`src/rtl/cbr_pkg.sv`:
```
package cbr_pkg;
  localparam int unsigned XLEN      = 32;
  localparam int unsigned IDXW      = 6;
  localparam int unsigned IMMW      = 6;
  localparam int unsigned LENW      = 4;
  localparam logic [IDXW-1:0] LIT_CODE = 6'd62;
  localparam logic [LENW-1:0] LEN_SHORT = 4'd4;
  localparam logic [LENW-1:0] LEN_LONG  = 4'd8;

  typedef enum logic [2:0] {
    C_EQ  = 3'd0,
    C_NE  = 3'd1,
    C_SLT = 3'd2,
    C_SGE = 3'd3,
    C_ULT = 3'd4,
    C_UGE = 3'd5,
    C_RS6 = 3'd6,
    C_RS7 = 3'd7
  } cond_e;

  function automatic logic lt_signed(input logic [XLEN-1:0] a, input logic [XLEN-1:0] b);
    return $signed(a) < $signed(b);
  endfunction

  function automatic logic ge_signed(input logic [XLEN-1:0] a, input logic [XLEN-1:0] b);
    return $signed(a) >= $signed(b);
  endfunction

  function automatic logic [XLEN-1:0] zext_imm(input logic [IMMW-1:0] u);
    return {{(XLEN-IMMW){1'b0}}, u};
  endfunction
endpackage

```
`src/rtl/cbr_operands.sv`:
```
module cbr_operands
  import cbr_pkg::*;
(
  input  logic [IDXW-1:0] a_idx,
  input  logic [XLEN-1:0] reg_a,
  input  logic [XLEN-1:0] limm,
  input  logic            use_imm,
  input  logic [IMMW-1:0] imm6,
  input  logic [XLEN-1:0] reg_b,
  output logic [XLEN-1:0] opa,
  output logic [XLEN-1:0] opb,
  output logic [LENW-1:0] len
);
  logic lit_sel;
  assign lit_sel = (a_idx == LIT_CODE);
  assign opa = lit_sel ? limm : reg_a;
  assign len = lit_sel ? LEN_LONG : LEN_SHORT;
  assign opb = use_imm ? zext_imm(imm6) : reg_b;
endmodule

```
`src/rtl/cbr_compare.sv`:
```
module cbr_compare
  import cbr_pkg::*;
(
  input  logic [2:0]      cond,
  input  logic [XLEN-1:0] opa,
  input  logic [XLEN-1:0] opb,
  output logic            hit,
  output logic            reserved
);
  logic eq_w, slt_w, sge_w, ult_w, uge_w;
  assign eq_w  = (opa == opb);
  assign slt_w = lt_signed(opa, opb);
  assign sge_w = ge_signed(opa, opb);
  assign ult_w = (opa < opb);
  assign uge_w = (opa >= opb);

  always_comb begin
    hit      = 1'b0;
    reserved = 1'b0;
    unique case (cond_e'(cond))
      C_EQ:    hit = eq_w;
      C_NE:    hit = !eq_w;
      C_SLT:   hit = slt_w;
      C_SGE:   hit = sge_w;
      C_ULT:   hit = ult_w;
      C_UGE:   hit = uge_w;
      default: reserved = 1'b1;
    endcase
  end

  always_comb begin
    a_r2_signed_split: assert (slt_w != sge_w);
    a_r3_unsigned_split: assert (ult_w != uge_w);
  end
endmodule

```
`src/rtl/cbr_nextpc.sv`:
```
module cbr_nextpc
  import cbr_pkg::*;
(
  input  logic [XLEN-1:0] pc,
  input  logic [LENW-1:0] len,
  input  logic [XLEN-1:0] target,
  input  logic            hit,
  input  logic            reserved,
  input  logic            dslot,
  input  logic            pend_q,
  input  logic [XLEN-1:0] kept_q,
  output logic            taken,
  output logic            start_hold,
  output logic [XLEN-1:0] npc
);
  logic [XLEN-1:0] seq_pc;
  assign seq_pc     = pc + {{(XLEN-LENW){1'b0}}, len};
  assign taken      = hit && !reserved;
  assign start_hold = taken && dslot && !pend_q;

  always_comb begin
    if (pend_q)                npc = kept_q;
    else if (taken && !dslot)  npc = target;
    else                       npc = seq_pc;
  end
endmodule

```
`src/rtl/cbr_eval.sv`:
```
module cbr_eval
  import cbr_pkg::*;
(
  input  logic            clk,
  input  logic            rst,
  input  logic            valid_i,
  input  logic [2:0]      cond_i,
  input  logic [5:0]      a_idx_i,
  input  logic [31:0]     reg_a_i,
  input  logic [31:0]     limm_i,
  input  logic            use_imm_i,
  input  logic [5:0]      imm6_i,
  input  logic [31:0]     reg_b_i,
  input  logic [31:0]     pc_i,
  input  logic [31:0]     target_i,
  input  logic            dslot_i,
  output logic            taken_o,
  output logic            illegal_o,
  output logic            dslot_o,
  output logic            slot_pend_o,
  output logic [3:0]      len_o,
  output logic [31:0]     next_pc_o,
  output logic            out_valid_o
);
  logic [XLEN-1:0] opa, opb, npc_w, kept_q;
  logic [LENW-1:0] len_w;
  logic hit_w, rsv_w, taken_w, hold_w, pend_q;

  cbr_operands u_ops (
    .a_idx(a_idx_i), .reg_a(reg_a_i), .limm(limm_i), .use_imm(use_imm_i),
    .imm6(imm6_i), .reg_b(reg_b_i), .opa(opa), .opb(opb), .len(len_w)
  );

  cbr_compare u_cmp (
    .cond(cond_i), .opa(opa), .opb(opb), .hit(hit_w), .reserved(rsv_w)
  );

  cbr_nextpc u_npc (
    .pc(pc_i), .len(len_w), .target(target_i), .hit(hit_w), .reserved(rsv_w),
    .dslot(dslot_i), .pend_q(pend_q), .kept_q(kept_q),
    .taken(taken_w), .start_hold(hold_w), .npc(npc_w)
  );

  always_ff @(posedge clk) begin
    if (rst) begin
      taken_o     <= 1'b0;
      illegal_o   <= 1'b0;
      dslot_o     <= 1'b0;
      pend_q      <= 1'b0;
      kept_q      <= '0;
      len_o       <= '0;
      next_pc_o   <= '0;
      out_valid_o <= 1'b0;
    end else begin
      out_valid_o <= valid_i;
      if (valid_i) begin
        taken_o   <= taken_w;
        illegal_o <= rsv_w;
        dslot_o   <= dslot_i;
        len_o     <= len_w;
        next_pc_o <= npc_w;
        pend_q    <= hold_w;
        if (hold_w) kept_q <= target_i;
      end
    end
  end

  assign slot_pend_o = pend_q;

  a_r9_illegal_not_taken: assert property (@(posedge clk) disable iff (rst)
    illegal_o |-> (!taken_o && !slot_pend_o));
  a_r5_len_legal: assert property (@(posedge clk) disable iff (rst)
    out_valid_o |-> (len_o == LEN_SHORT || len_o == LEN_LONG));
  a_r10_hold_quiet: assert property (@(posedge clk) disable iff (rst)
    !valid_i |=> ($stable(next_pc_o) && $stable(taken_o) && !out_valid_o));
  a_r8_hold_origin: assert property (@(posedge clk) disable iff (rst)
    $rose(slot_pend_o) |-> (taken_o && dslot_o));
  a_r8_hold_consumed: assert property (@(posedge clk) disable iff (rst)
    (slot_pend_o && valid_i) |=> !slot_pend_o);
endmodule

```
`config.mk`:
```
export PLATFORM = sky130hd
export DESIGN_NAME = cbr_eval
export DESIGN_NICKNAME = d
export VERILOG_FILES = /design/src/rtl/cbr_pkg.sv /design/src/rtl/cbr_operands.sv /design/src/rtl/cbr_compare.sv /design/src/rtl/cbr_nextpc.sv /design/src/rtl/cbr_eval.sv
export SDC_FILE = /design/constraint.sdc
export NUM_CORES = 1
export LEC_CHECK = 0
export ABC_AREA = 1
export BUFFER_PORTS_ARGS = -buffer_cell sky130_fd_sc_hd__buf_2
export CAP_MARGIN = 20
export CORE_ASPECT_RATIO = 1.25
export CORE_MARGIN = 4
export CORE_UTILIZATION = 40
export CTS_CLUSTER_DIAMETER = 60
export DETAILED_ROUTE_END_ITERATION = 6
export PLACE_DENSITY = 0.72
export SLEW_MARGIN = 10
export SYNTH_ARGS = -nofsm -noshare
export SYNTH_HDL_FRONTEND = slang
export SYNTH_HIERARCHICAL = 1
export SYNTH_SLANG_ARGS = --single-unit
```
`constraint.sdc`:
```
create_clock -name clk -period 2.65 [get_ports clk]
set_input_delay 0 -clock clk [delete_from_list [all_inputs] [get_ports clk]]
set_output_delay 0 -clock clk [all_outputs]
set_load 0.03 [all_outputs]
```
==> results of run 1 <==
cells in the final DEF, fill, tap and decap left out, types with 12 or more instances in the layout:
cell type,synthesis,routed
sky130_fd_sc_hd__nand2_1,347,271
sky130_fd_sc_hd__dfxtp_1,73,73
sky130_fd_sc_hd__nand3_1,74,65
sky130_fd_sc_hd__nand2_2,8,68
sky130_fd_sc_hd__buf_2,14,215
sky130_fd_sc_hd__a21oi_1,27,14
sky130_fd_sc_hd__nor2_1,263,235
sky130_fd_sc_hd__ha_1,36,18
sky130_fd_sc_hd__nor2_4,4,12
sky130_fd_sc_hd__o21ai_1,8,14
sky130_fd_sc_hd__inv_1,136,132
sky130_fd_sc_hd__clkbuf_16,0,16
sky130_fd_sc_hd__nor2_2,5,25
sky130_fd_sc_hd__ha_4,0,18
sky130_fd_sc_hd__nand2_4,1,16
sky130_fd_sc_hd__dlygate4sd3_1,0,34
sky130_fd_sc_hd__a21oi_2,2,13
sky130_fd_sc_hd__o21ai_0,56,46
sky130_fd_sc_hd__buf_4,11,15
stage by stage:
stage | instance area (um2) | total power, mW
after global placement | 7770 | 2.21
after detailed placement | 7770 | 2.23
after global routing | 9530 | 3.87
final | 9530 | 3.68
after CTS | 8500 | 3.47
after floorplan | 6430 | 1.86
logic make-up (layout without fill, tap and decap cells):
logic type / after synthesis / in the layout / synth area share (%)
and+or+nand+nor: 728 / 728 / 46.7
buffers and inverters: 193 / 455 / 13.4
AOI/OAI and AO/OA: 101 / 101 / 8.34
DFF: 73 / 73 / 22.8
adders and majority gates: 37 / 37 / 7.33
muxes: 6 / 6 / 1.05
xor gates and xnor gates: 3 / 3 / 0.409
other: 1 / 2 / 0.0584
power breakdown:
group	switching (mW)	internal, mW
Sequential	0.0360	1.17
Clock	0.487	0.684
Combinational	0.743	0.553
flip-flops by register name, summed over array words and instances (netlist names):
| name | cells |
|---|---|
| dslot_o | 1 |
| out_valid_o | 1 |
| kept_q | 32 |
| next_pc_o | 32 |
| taken_o | 1 |
| illegal_o | 1 |
| slot_pend_o | 1 |
| len_o | 4 |
routing by layer:
metal / wire, um / up-vias / track usage [%] / share of wire, %
met5: 0 / - / 0 / 0
met4: 740 / 0 / 7.40 / 3.2
met3: 1590 / 56 / 4.42 / 7.0
met2: 11800 / 295 / 41.6 / 52
met1: 8690 / 3533 / 25.1 / 38
li1: - / 4030 / - / -
timing repair:
item,CTS,global route
hold buffers,34,0
hold endpoints to repair,35,0
buffers inserted,0,6
resized for setup,10,199
pin swaps,1,117
endpoints found under the setup margin,26,65
cloned,2,9
tightest hold or removal path: stages:
cell and delay [ps]:
sky130_fd_sc_hd__buf_2 110, sky130_fd_sc_hd__nand2_1 50, sky130_fd_sc_hd__nand3_1 60, sky130_fd_sc_hd__nand2_1 50
sky130_fd_sc_hd__nand2_1 60, sky130_fd_sc_hd__nor2_1 40, sky130_fd_sc_hd__nor2_1 70
worst paths after layout:
check	from	to	slack, ps	cells after the start
max	a_idx_i[5]	next_pc_o[19]	-20	30
min	pc_i[30]	next_pc_o[30]	140	7
max reg2reg	slot_pend_o	next_pc_o[14]	880	5
min reg2reg	next_pc_o[20]	next_pc_o[20]	490	2
area by class of cell:
class	instances	area [um2]	area share, %
repair buffers	296	2110	22.1
multi-input cells	877	4870	51.1
flip-flops and latches	73	1460	15.3
inverters	143	539	5.66
clock inverters	4	27.5	0.289
clock buffers	12	256	2.69
well taps	212	265	2.78
==> parameters.txt, run 1 <==
Parameter                              Value

Synthesis
  Number of warnings reported in the yosys synthesis log    6
  Most repeated cell in the gate-level netlist after synthesis    sky130_fd_sc_hd__nand2_1
  Number of synthesized flops with an enable pin    0
  Count of unique library cells instantiated by Yosys    39
  Cells after Synth    about 1100
  Proportion of register bits with asynchronous set or reset after synthesis    0%
  Synth Register Bits    73
  Cell type with the highest aggregate area in the netlist    sky130_fd_sc_hd__dfxtp_1
  Synthesized area per cell    5.62 um2
  Cell area after synthesis    6420 um2
  Top cells by count, synth    347 x sky130_fd_sc_hd__nand2_1, 263 x sky130_fd_sc_hd__nor2_1, 136 x sky130_fd_sc_hd__inv_1
  Leading cell types by total area after synthesis    sky130_fd_sc_hd__dfxtp_1 23%, sky130_fd_sc_hd__nand2_1 20%, sky130_fd_sc_hd__nor2_1 15%
  Share of synthesized area occupied by flip-flops and latches    22.8%
  Post-synth top flop    sky130_fd_sc_hd__dfxtp_1
  Proportion of netlist area held by the largest area contributor    a little under a quarter

Clocking
  Clock tree from TritonCTS    done
  Clock Pin Slew Worst Setup and Hold Paths    approximately 60 ps
  CTS root buf    sky130_fd_sc_hd__clkbuf_16
  Bufs on Longest Clock Path    2
  Clock tree sinks    73
  H-Tree Level Count    3
  Number of clock buffers inserted by TritonCTS    9
  Later-pin clock latency in the skew report    approximately 340 ps

STA
  Setup Total Neg Slack    -68.6 ps
  Fmax    375 MHz
  Final critical path time including I/O delays and setup    approximately 2700 ps
  Setup repair after global routing missed its margin    true
  Max-Slew Margin vs Limit    between 40% and 50%
  Post-route clock period utilization    101%
  Fin Hold WS    ~140 ps
  Number of hold-slack violations in the final timing report    0
  Setup violators final    7
  Final worst setup slack    -18.7 ps
  Actual transition at the worst max-transition pin    roughly 800 ps
  Number of max-slew violations in the final report    0
  Worst Clk Skew    between 7 and 8 ps

Critical path
  Biggest cell delay along the critical path    ~220 ps
  Category of the worst setup path capture point    flip-flop
  Data arrival time of the critical path    2900 ps
  Count of buffering cells on the critical path with inverters included    6
  Worst path required time    roughly 2900 ps
  Max stage delay cell, worst path    sky130_fd_sc_hd__ha_4
  Start-to-end type of the worst setup path    input port to flip-flop
  Nature of the critical path startpoint    input port
  Largest driver fanout on the critical path    18
  CP top delay family    simple AND/OR/NAND/NOR gates
  Cell type with the highest occurrence count on the critical path    sky130_fd_sc_hd__nand2_1

Finish
  Area growth from synthesis to layout    48.3%
  Final core utilization    between 60% and 70%
  Cell Count, Final, Fillers Out    ~1600
  Number of antenna repair diodes    0
  Layout cells sized above 1    between 30% and 40%
  Net total in the final layout    roughly 1600
  Number of fill cells in the layout    around 1500

Floorplanning
  Area of the core region    around 16000 um2
  Starting density of the core    40.9%
  Boundary pin count    around 220
  Rows    51
  Overall die area    18200 um2
  Die width    roughly 120 um
  Floorplan die height    roughly 150 um

Placement
  Cell Count Post-Placement    1550
  Final RePlAce weighted congestion    0.937
  Pre-CTS setup slack    -462 ps
  Detail Placement HPWL    ~16 mm
  Number of buffer cells added on primary ports    220

Route
  Average wire length per cell after detail routing    roughly 14 um
  DRT iter0 DRCs    ~520
  Drt via density    4.89
  1st-pass router iterations    6
  Post-route ant nets    0
  Routed WL    about 23 mm
  Number of vias after detailed routing    between 7000 and 8000
  Post-route DRC violation count    0

GRT
  Number of antenna violations at the first check in global routing    0
  Pin count of the biggest net entering global routing    45
  Global-route wire length before repair    approximately 33 mm
  Via count of the first global-routing pass    slightly above 7000
  Tot GR Track Use    about 22%
  Total overflow reported by the global router    0

Outcome
  Outcome    complete, but fails checks
  Failing checks    negative setup slack

Power and ir drop
  Worst vdd ir    around 0.00029 V
  Power density normalized to cell area    approximately 390 nW/um2
  Lkg Pwr    roughly 5.0 nW

Hold path
  Worst hold path type    input port to flip-flop

Job
  Max-cap violation count    0
No activity file was read; power rests on OpenSTA's default activity.
==> inputs of run 2 (changes only) <==
--- a/config.mk
+++ b/config.mk
@@ -13,7 +13,7 @@
 export CORE_UTILIZATION = 40
 export CTS_CLUSTER_DIAMETER = 60
 export DETAILED_ROUTE_END_ITERATION = 6
-export PLACE_DENSITY = 0.72
+export PLACE_DENSITY = 0.69
 export SLEW_MARGIN = 10
 export SYNTH_ARGS = -nofsm -noshare
 export SYNTH_HDL_FRONTEND = slang
==> constraint.sdc (replaced) <==
create_clock -name clk -period 3.27 [get_ports clk]
set_input_delay 0 -clock clk [delete_from_list [all_inputs] [get_ports clk]]
set_output_delay 0 -clock clk [all_outputs]
set_load 0.03 [all_outputs]
==> run 2 against run 1 <==
Compared with the run above: the flow now finishes without violations; combinational power fell by 37%; critical path depth is 4 lower; largest power group is now the clock network; critical endpoint is now next_pc_o[8]; sequential share of layout area grew 2.4 points; setup slack improved by 540 ps.
==> parameters.txt, run 2 (synthesized netlist as in run 1, its figures left out) <==
Parameter                              Value

Placement
  Detail Placement HPWL    15.5 mm (-2.3%)
  Dpl cell area    7590 um2 (-2.3%)
  Number of buffer cells added on primary ports    220 (unchanged)
  Final RePlAce weighted congestion    0.917 (-2.1%)

Finish
  Largest registers    kept_q x32, next_pc_o x32, len_o x4
  Final core utilization    52.6% (-8.1 points)
  Layout Cell Area excl Fill    8250 um2 (-13%)
  Area growth from synthesis to layout    28.5%
  Commonest cells after routing, fill and taps aside    346 x sky130_fd_sc_hd__nand2_1, 263 x sky130_fd_sc_hd__nor2_1, 220 x sky130_fd_sc_hd__buf_2
  Commonest non-fill, non-tap cell in the layout    sky130_fd_sc_hd__nand2_1
  Number of fill cells in the layout    1721 (+12%)
  Layout cells sized above 1    20.5% (-13 points)
  Number of antenna repair diodes    0 (unchanged)
  Net total in the final layout    1588 (-1.8%)

Floorplanning
  Starting density of the core    40.9% (unchanged)
  Overall die area    18200 um2 (unchanged)
  Die width    121 um (unchanged)
  Floorplan die height    150 um (unchanged)
  Rows    51 (unchanged)
  Area of the core region    15700 um2 (unchanged)
  Boundary pin count    221 (unchanged)

Critical path
  Category of the worst setup path capture point    flip-flop
  Worst path required time    3550 ps (+670 ps)
  Max stage delay cell, worst path    sky130_fd_sc_hd__ha_1
  Nature of the critical path startpoint    input port
  Largest driver fanout on the critical path    35 (+17)
  Data arrival time of the critical path    3030 ps (+130 ps)
  Start-to-end type of the worst setup path    input port to flip-flop
  Cell type with the highest occurrence count on the critical path    sky130_fd_sc_hd__nand2_1
  CP top delay family    simple AND/OR/NAND/NOR gates
  Biggest cell delay along the critical path    350 ps (+130 ps)
  Count of buffering cells on the critical path with inverters included    4 (-2)

Clocking
  Clock tree sinks    73 (unchanged)
  CTS root buf    sky130_fd_sc_hd__clkbuf_16
  Clock Pin Slew Worst Setup and Hold Paths    60 ps (about the same)
  Later-pin clock latency in the skew report    340 ps (about the same)
  Clock tree from TritonCTS    done
  Number of gates given a new drive strength after cts    0 (-10)
  H-Tree Level Count    3 (unchanged)
  Bufs on Longest Clock Path    2 (unchanged)
  Number of clock buffers inserted by TritonCTS    9 (unchanged)

Power and ir drop
  Lkg Pwr    4.65 nW (-6.6%)
  Reg power frac    34.9% (+2.0 points)
  Internal power of the cells    1.87 mW (-22%)
  Switching share of power    33.4% (-1.1 points)
  Power share of the clock group    36.1% (+4.3 points)
  Worst vdd ir    0.000267 V (-8.3%)
  Sw Pwr    0.937 mW (-26%)
  Power density normalized to cell area    340 nW/um2 (-12%)
  Post-route total power    2.81 mW (-24%)
  Relative contribution of combinational cells to total power    29.0% (-6.3 points)

GRT
  Global-route wire length before repair    32.7 mm (-2.2%)
  Total overflow reported by the global router    0 (unchanged)
  Via count of the first global-routing pass    7009 (-3.4%)
  Number of antenna violations at the first check in global routing    0 (unchanged)
  Tot GR Track Use    22.1% (-0.22 points)
  Pin count of the biggest net entering global routing    70 (+56%)

Route
  Routed WL    20.3 mm (-11%)
  Drt via density    4.69 (-4.2%)
  DRT iter0 DRCs    421 (-20%)
  Average wire length per cell after detail routing    12.8 um (-9.3%)
  Post-route ant nets    0 (unchanged)
  Post-route DRC violation count    0 (unchanged)
  1st-pass router iterations    6 (unchanged)
  Number of vias after detailed routing    7443 (-6.0%)

Outcome
  Outcome    complete, no violations

STA
  Max-Slew Margin vs Limit    48.2% (+1.4 points)
  Setup repair after global routing missed its margin    false
  Setup violators final    0 (-7)
  Number of hold-slack violations in the final timing report    0 (unchanged)
  Setup Total Neg Slack    0 ps (+68.6 ps)
  Number of max-slew violations in the final report    0 (unchanged)
  Actual transition at the worst max-transition pin    776 ps (-21.7 ps)
  Post-route clock period utilization    a little over four fifths
  Fmax    363 MHz
  Final critical path time including I/O delays and setup    between 2000 and 3000 ps
  Fin Hold WS    88.7 ps (-54.8 ps)
  Worst Clk Skew    10.3 ps (+3.21 ps)

Job
  Max-cap violation count    0 (unchanged)

Hold path
  Worst hold path type    input port to flip-flop
-- run 2: cell count changes in the layout (fill, tap and decap cells not counted), sizes merged --
cell,before,now
buf,255,233
clkinvlp,3,1
clkbuf,19,9
clkinv,1,5
bufinv,0,1
-- run 2: metrics by stage --
step	cells	setup WS [ps]
4_1_cts	1587	504
5_1_grt	1588	42.6
6_report	1588	518
3_3_place_gp	1537	182
3_5_place_dp	1537	155
2_1_floorplan	1143	575
-- run 2: power groups by stage --
stage	clock [mW]	combinational, mW	sequential [mW]
CTS	1.03	0.814	0.981
detailed placement	0	0.779	1.00
floorplan	0	0.433	1.08
finish	1.01	0.814	0.981
global placement	0	0.772	0.998
global route	1.07	0.927	0.987
-- run 2: per-layer routing --
metal  wire length, um  track usage [%]  part of all wire (%)  up-vias
li1                  -                -                     -     3963
met1              8240             25.5                    41     3231
met2             10300             40.5                    51      208
met3              1220             4.31                   6.0       41
met4               518             7.17                   2.5        0
met5                 0                0                     0        -
-- run 2: area by class of cell --
| class | count | area (um2) | share of cell area [%] |
|---|---|---|---|
| clock buffer | 9 | 225 | 2.73 |
| clock inverter | 7 | 77.6 | 0.940 |
| inverter | 143 | 537 | 6.51 |
| multi-input combinational | 877 | 4110 | 49.8 |
| sequential | 73 | 1460 | 17.7 |
| tap | 212 | 265 | 3.22 |
| timing repair buffer | 267 | 1580 | 19.1 |
-- run 2: path summary, 6_finish.rpt --
path,end,slack [ps],cells after the start,start
hold / removal,illegal_o,90,5,cond_i[2]
setup / recovery,next_pc_o[8],520,26,a_idx_i[5]
setup reg to reg,next_pc_o[14],1470,5,slot_pend_o
hold reg to reg,next_pc_o[18],490,2,next_pc_o[18]
-- run 2: repair_timing --
action | 4_1_cts | 5_1_grt
buffers inserted | 0 | 0
hold endpoints to repair | 35 | 0
hold buffers | 34 | 0
setup endpoints to repair | 0 | 0
-- run 2: worst reg2reg max path, cell delays in order (launching register included) --
cell and delay [ps]:
sky130_fd_sc_hd__dfxtp_1 680, sky130_fd_sc_hd__inv_1 510, sky130_fd_sc_hd__o21ai_0 250, sky130_fd_sc_hd__o21ai_2 80, sky130_fd_sc_hd__nor2_1 100, sky130_fd_sc_hd__nor2_1 60
==> inputs of run 3 (changes only) <==
==> constraint.sdc (replaced) <==
create_clock -name clk -period 2.85 [get_ports clk]
set_input_delay 0 -clock clk [delete_from_list [all_inputs] [get_ports clk]]
set_output_delay 0 -clock clk [all_outputs]
set_load 0.03 [all_outputs]
==> run 3 against run 2 <==
Compared with the run above: setup slack lost 350 ps; wire length grew 9.5%; clock power grew 7%; clock skew shrank 3.1 ps; critical path type unchanged; largest power group is now sequential cells.
==> parameters.txt, run 3 (synthesized netlist as in run 1, its figures left out) <==
Parameter                              Value

Floorplanning
  Boundary pin count    221 (unchanged)
  Starting density of the core    40.9% (unchanged)
  Overall die area    18200 um2 (unchanged)
  Rows    51 (unchanged)
  Die width    121 um (unchanged)
  Floorplan die height    150 um (unchanged)
  Area of the core region    15700 um2 (unchanged)

Hold path
  Source of the worst hold timing path    pc_i[30]
  Worst hold path type    input port to flip-flop
  Worst hold endpoint    next_pc_o[30]
  Number of instances on the worst hold path    7 (+2)

Placement
  Final RePlAce weighted congestion    0.935 (+1.9%)
  Cell Count Post-Placement    1551 (+0.91%)
  Detail Placement HPWL    15.8 mm (+1.9%)
  Number of buffer cells added on primary ports    220 (unchanged)

Clocking
  CTS root buf    sky130_fd_sc_hd__clkbuf_16
  Number of clock buffers inserted by TritonCTS    9 (unchanged)
  Bufs on Longest Clock Path    2 (unchanged)
  Clock tree sinks    73 (unchanged)
  H-Tree Level Count    3 (unchanged)
  Clock tree from TritonCTS    done
  Clock Pin Slew Worst Setup and Hold Paths    60 ps (about the same)
  Later-pin clock latency in the skew report    340 ps (about the same)

GRT
  Total overflow reported by the global router    0 (unchanged)
  Tot GR Track Use    21.8% (-0.24 points)
  Via count of the first global-routing pass    7126 (+1.7%)
  Global-route wire length before repair    32.5 mm (-0.44%)
  Number of antenna violations at the first check in global routing    2 (+2)
  Pin count of the biggest net entering global routing    63 (-10%)

Power and ir drop
  Switching share of power    33.8% (+0.46 points)
  Reg power frac    33.8% (-1.1 points)
  Power density normalized to cell area    363 nW/um2 (+6.6%)
  Sw Pwr    1.12 mW (+20%)
  Lkg Pwr    4.97 nW (+6.9%)
  Power share of the clock group    32.5% (-3.6 points)
  Worst vdd ir    0.000267 V (about the same)
  Relative contribution of combinational cells to total power    33.6% (+4.6 points)
  Internal power of the cells    2.20 mW (+18%)

Critical path
  Start-to-end type of the worst setup path    input port to flip-flop
  Data arrival time of the critical path    2960 ps (-70 ps)
  Nature of the critical path startpoint    input port
  Largest driver fanout on the critical path    7 (-80%)
  Worst path required time    3130 ps (-420 ps)
  Flop2flop setup slack    850 ps (-620 ps)
  Category of the worst setup path capture point    flip-flop
  Reg2reg end    next_pc_o[14]
  R2R depth    5 (unchanged)
  Startpoint of the worst register-to-register path    slot_pend_o

Finish
  Area growth from synthesis to layout    42.6%
  Flip-flop and latch area    1460 um2 (unchanged)
  Cell Count, Final, Fillers Out    1619 (+2.0%)
  Layout cells sized above 1    27.9% (+7.4 points)
  Commonest cells after routing, fill and taps aside    311 x sky130_fd_sc_hd__nand2_1, 252 x sky130_fd_sc_hd__nor2_1, 219 x sky130_fd_sc_hd__buf_2
  Commonest non-fill, non-tap cell in the layout    sky130_fd_sc_hd__nand2_1
  Largest registers    kept_q x32, next_pc_o x32, len_o x4
  Net total in the final layout    1617 (+1.8%)
  Multi-input logic area    4550 um2 (+11%)
  Number of fill cells in the layout    1596 (-7.3%)

STA
  Number of max-slew violations in the final report    0 (unchanged)
  Setup Total Neg Slack    0 ps (unchanged)
  Setup repair after global routing missed its margin    true
  Final critical path time including I/O delays and setup    between 2000 and 3000 ps
  Post-route clock period utilization    between 90% and 100%
  Setup violators final    0 (unchanged)
  Worst Clk Skew    7.22 ps (-3.08 ps)
  Max-Slew Margin vs Limit    35.1% (-13 points)
  Actual transition at the worst max-transition pin    972 ps (+197 ps)
  Number of hold-slack violations in the final timing report    0 (unchanged)
  Fmax    373 MHz
  Fin Hold WS    130 ps (+41.2 ps)

Route
  Routed WL    22.3 mm (+9.5%)
  Drt via density    4.78 (+2.0%)
  1st-pass router iterations    5 (-1)
  Average wire length per cell after detail routing    13.7 um (+7.4%)
  Number of vias after detailed routing    7741 (+4.0%)
  Post-route ant nets    0 (unchanged)
  DRT iter0 DRCs    476 (+13%)
  Post-route DRC violation count    0 (unchanged)

Outcome
  Outcome    complete, no violations

Job
  Max-cap violation count    0 (unchanged)
[run 3: worst max path at each step]
stage | from | to | cells past startpoint
2_1_floorplan | a_idx_i[4] | next_pc_o[0] | 27
3_3_place_gp | a_idx_i[5] | next_pc_o[31] | 29
3_5_place_dp | a_idx_i[5] | next_pc_o[5] | 28
4_1_cts | a_idx_i[5] | next_pc_o[5] | 28
5_1_grt | a_idx_i[2] | next_pc_o[5] | 28
6_report | a_idx_i[2] | next_pc_o[13] | 28
[run 3: cell type report]
cell class              instances  area share, %
inverters                     143           5.86
clock buffers                  12           2.80
multi-input cells             877           49.7
repair buffers                296           22.4
well taps                     212           2.90
flip-flops and latches         73           16.0
clock inverters                 4          0.301
diodes                          2         0.0547
[run 3: repair_timing]
| action | 4_1_cts | 5_1_grt |
|---|---|---|
| buffers inserted | 0 | 3 |
| gates resized for setup | 0 | 109 |
| hold buffers | 34 | 0 |
| endpoints found under the setup margin | 0 | 65 |
| hold endpoints to repair | 35 | 0 |
[run 3: metrics by stage]
step / worst slack (ps) / power [mW] / utilization, % / instance area [um2]
after CTS: 105 / 3.17 / 53.1 / 8340
after detailed placement: -229 / 2.06 / 49.2 / 7720
after global placement: -207 / 2.05 / 49.2 / 7720
final: 166 / 3.32 / 58.3 / 9160
after global routing: -82.9 / 3.50 / 58.3 / 9160
after floorplan: 155 / 1.73 / - / 6420
[run 3: worst max-delay path: stages]
cell and delay (ps):
sky130_fd_sc_hd__buf_2 80, sky130_fd_sc_hd__nand2_2 50, sky130_fd_sc_hd__nor2_4 150, sky130_fd_sc_hd__nand2_4 140
sky130_fd_sc_hd__buf_12 170, sky130_fd_sc_hd__nand2_2 50, sky130_fd_sc_hd__nand2_2 60, sky130_fd_sc_hd__ha_4 280
sky130_fd_sc_hd__nand2_2 70, sky130_fd_sc_hd__nor2_4 110, sky130_fd_sc_hd__nand4_1 160, sky130_fd_sc_hd__nor2_4 200
sky130_fd_sc_hd__nand2_4 80, sky130_fd_sc_hd__nand4_2 70, sky130_fd_sc_hd__nand2_1 50, sky130_fd_sc_hd__clkinv_1 40
sky130_fd_sc_hd__nand2_2 40, sky130_fd_sc_hd__nor2_2 70, sky130_fd_sc_hd__nand3_1 90, sky130_fd_sc_hd__inv_2 90
sky130_fd_sc_hd__nor2_4 50, sky130_fd_sc_hd__nand2_4 140, sky130_fd_sc_hd__buf_12 120, sky130_fd_sc_hd__clkbuf_16 140
sky130_fd_sc_hd__o21ai_0 70, sky130_fd_sc_hd__o21ai_1 190, sky130_fd_sc_hd__nor2_1 70, sky130_fd_sc_hd__nor2_1 120
[run 3: power by group through the flow]
stage | clock network (mW) | logic, mW | registers (mW)
floorplan | 0 | 0.497 | 1.23
global placement | 0 | 0.908 | 1.14
detailed placement | 0 | 0.913 | 1.15
CTS | 1.10 | 0.955 | 1.12
global route | 1.13 | 1.24 | 1.13
finish | 1.08 | 1.12 | 1.12
[run 3: routing by layer]
layer	routed length, um	global-route usage, %	up-vias
li1	-	-	4025
met1	8560	25.0	3402
met2	11400	39.9	271
met3	1630	4.76	43
met4	615	7.23	0
met5	0	0	-
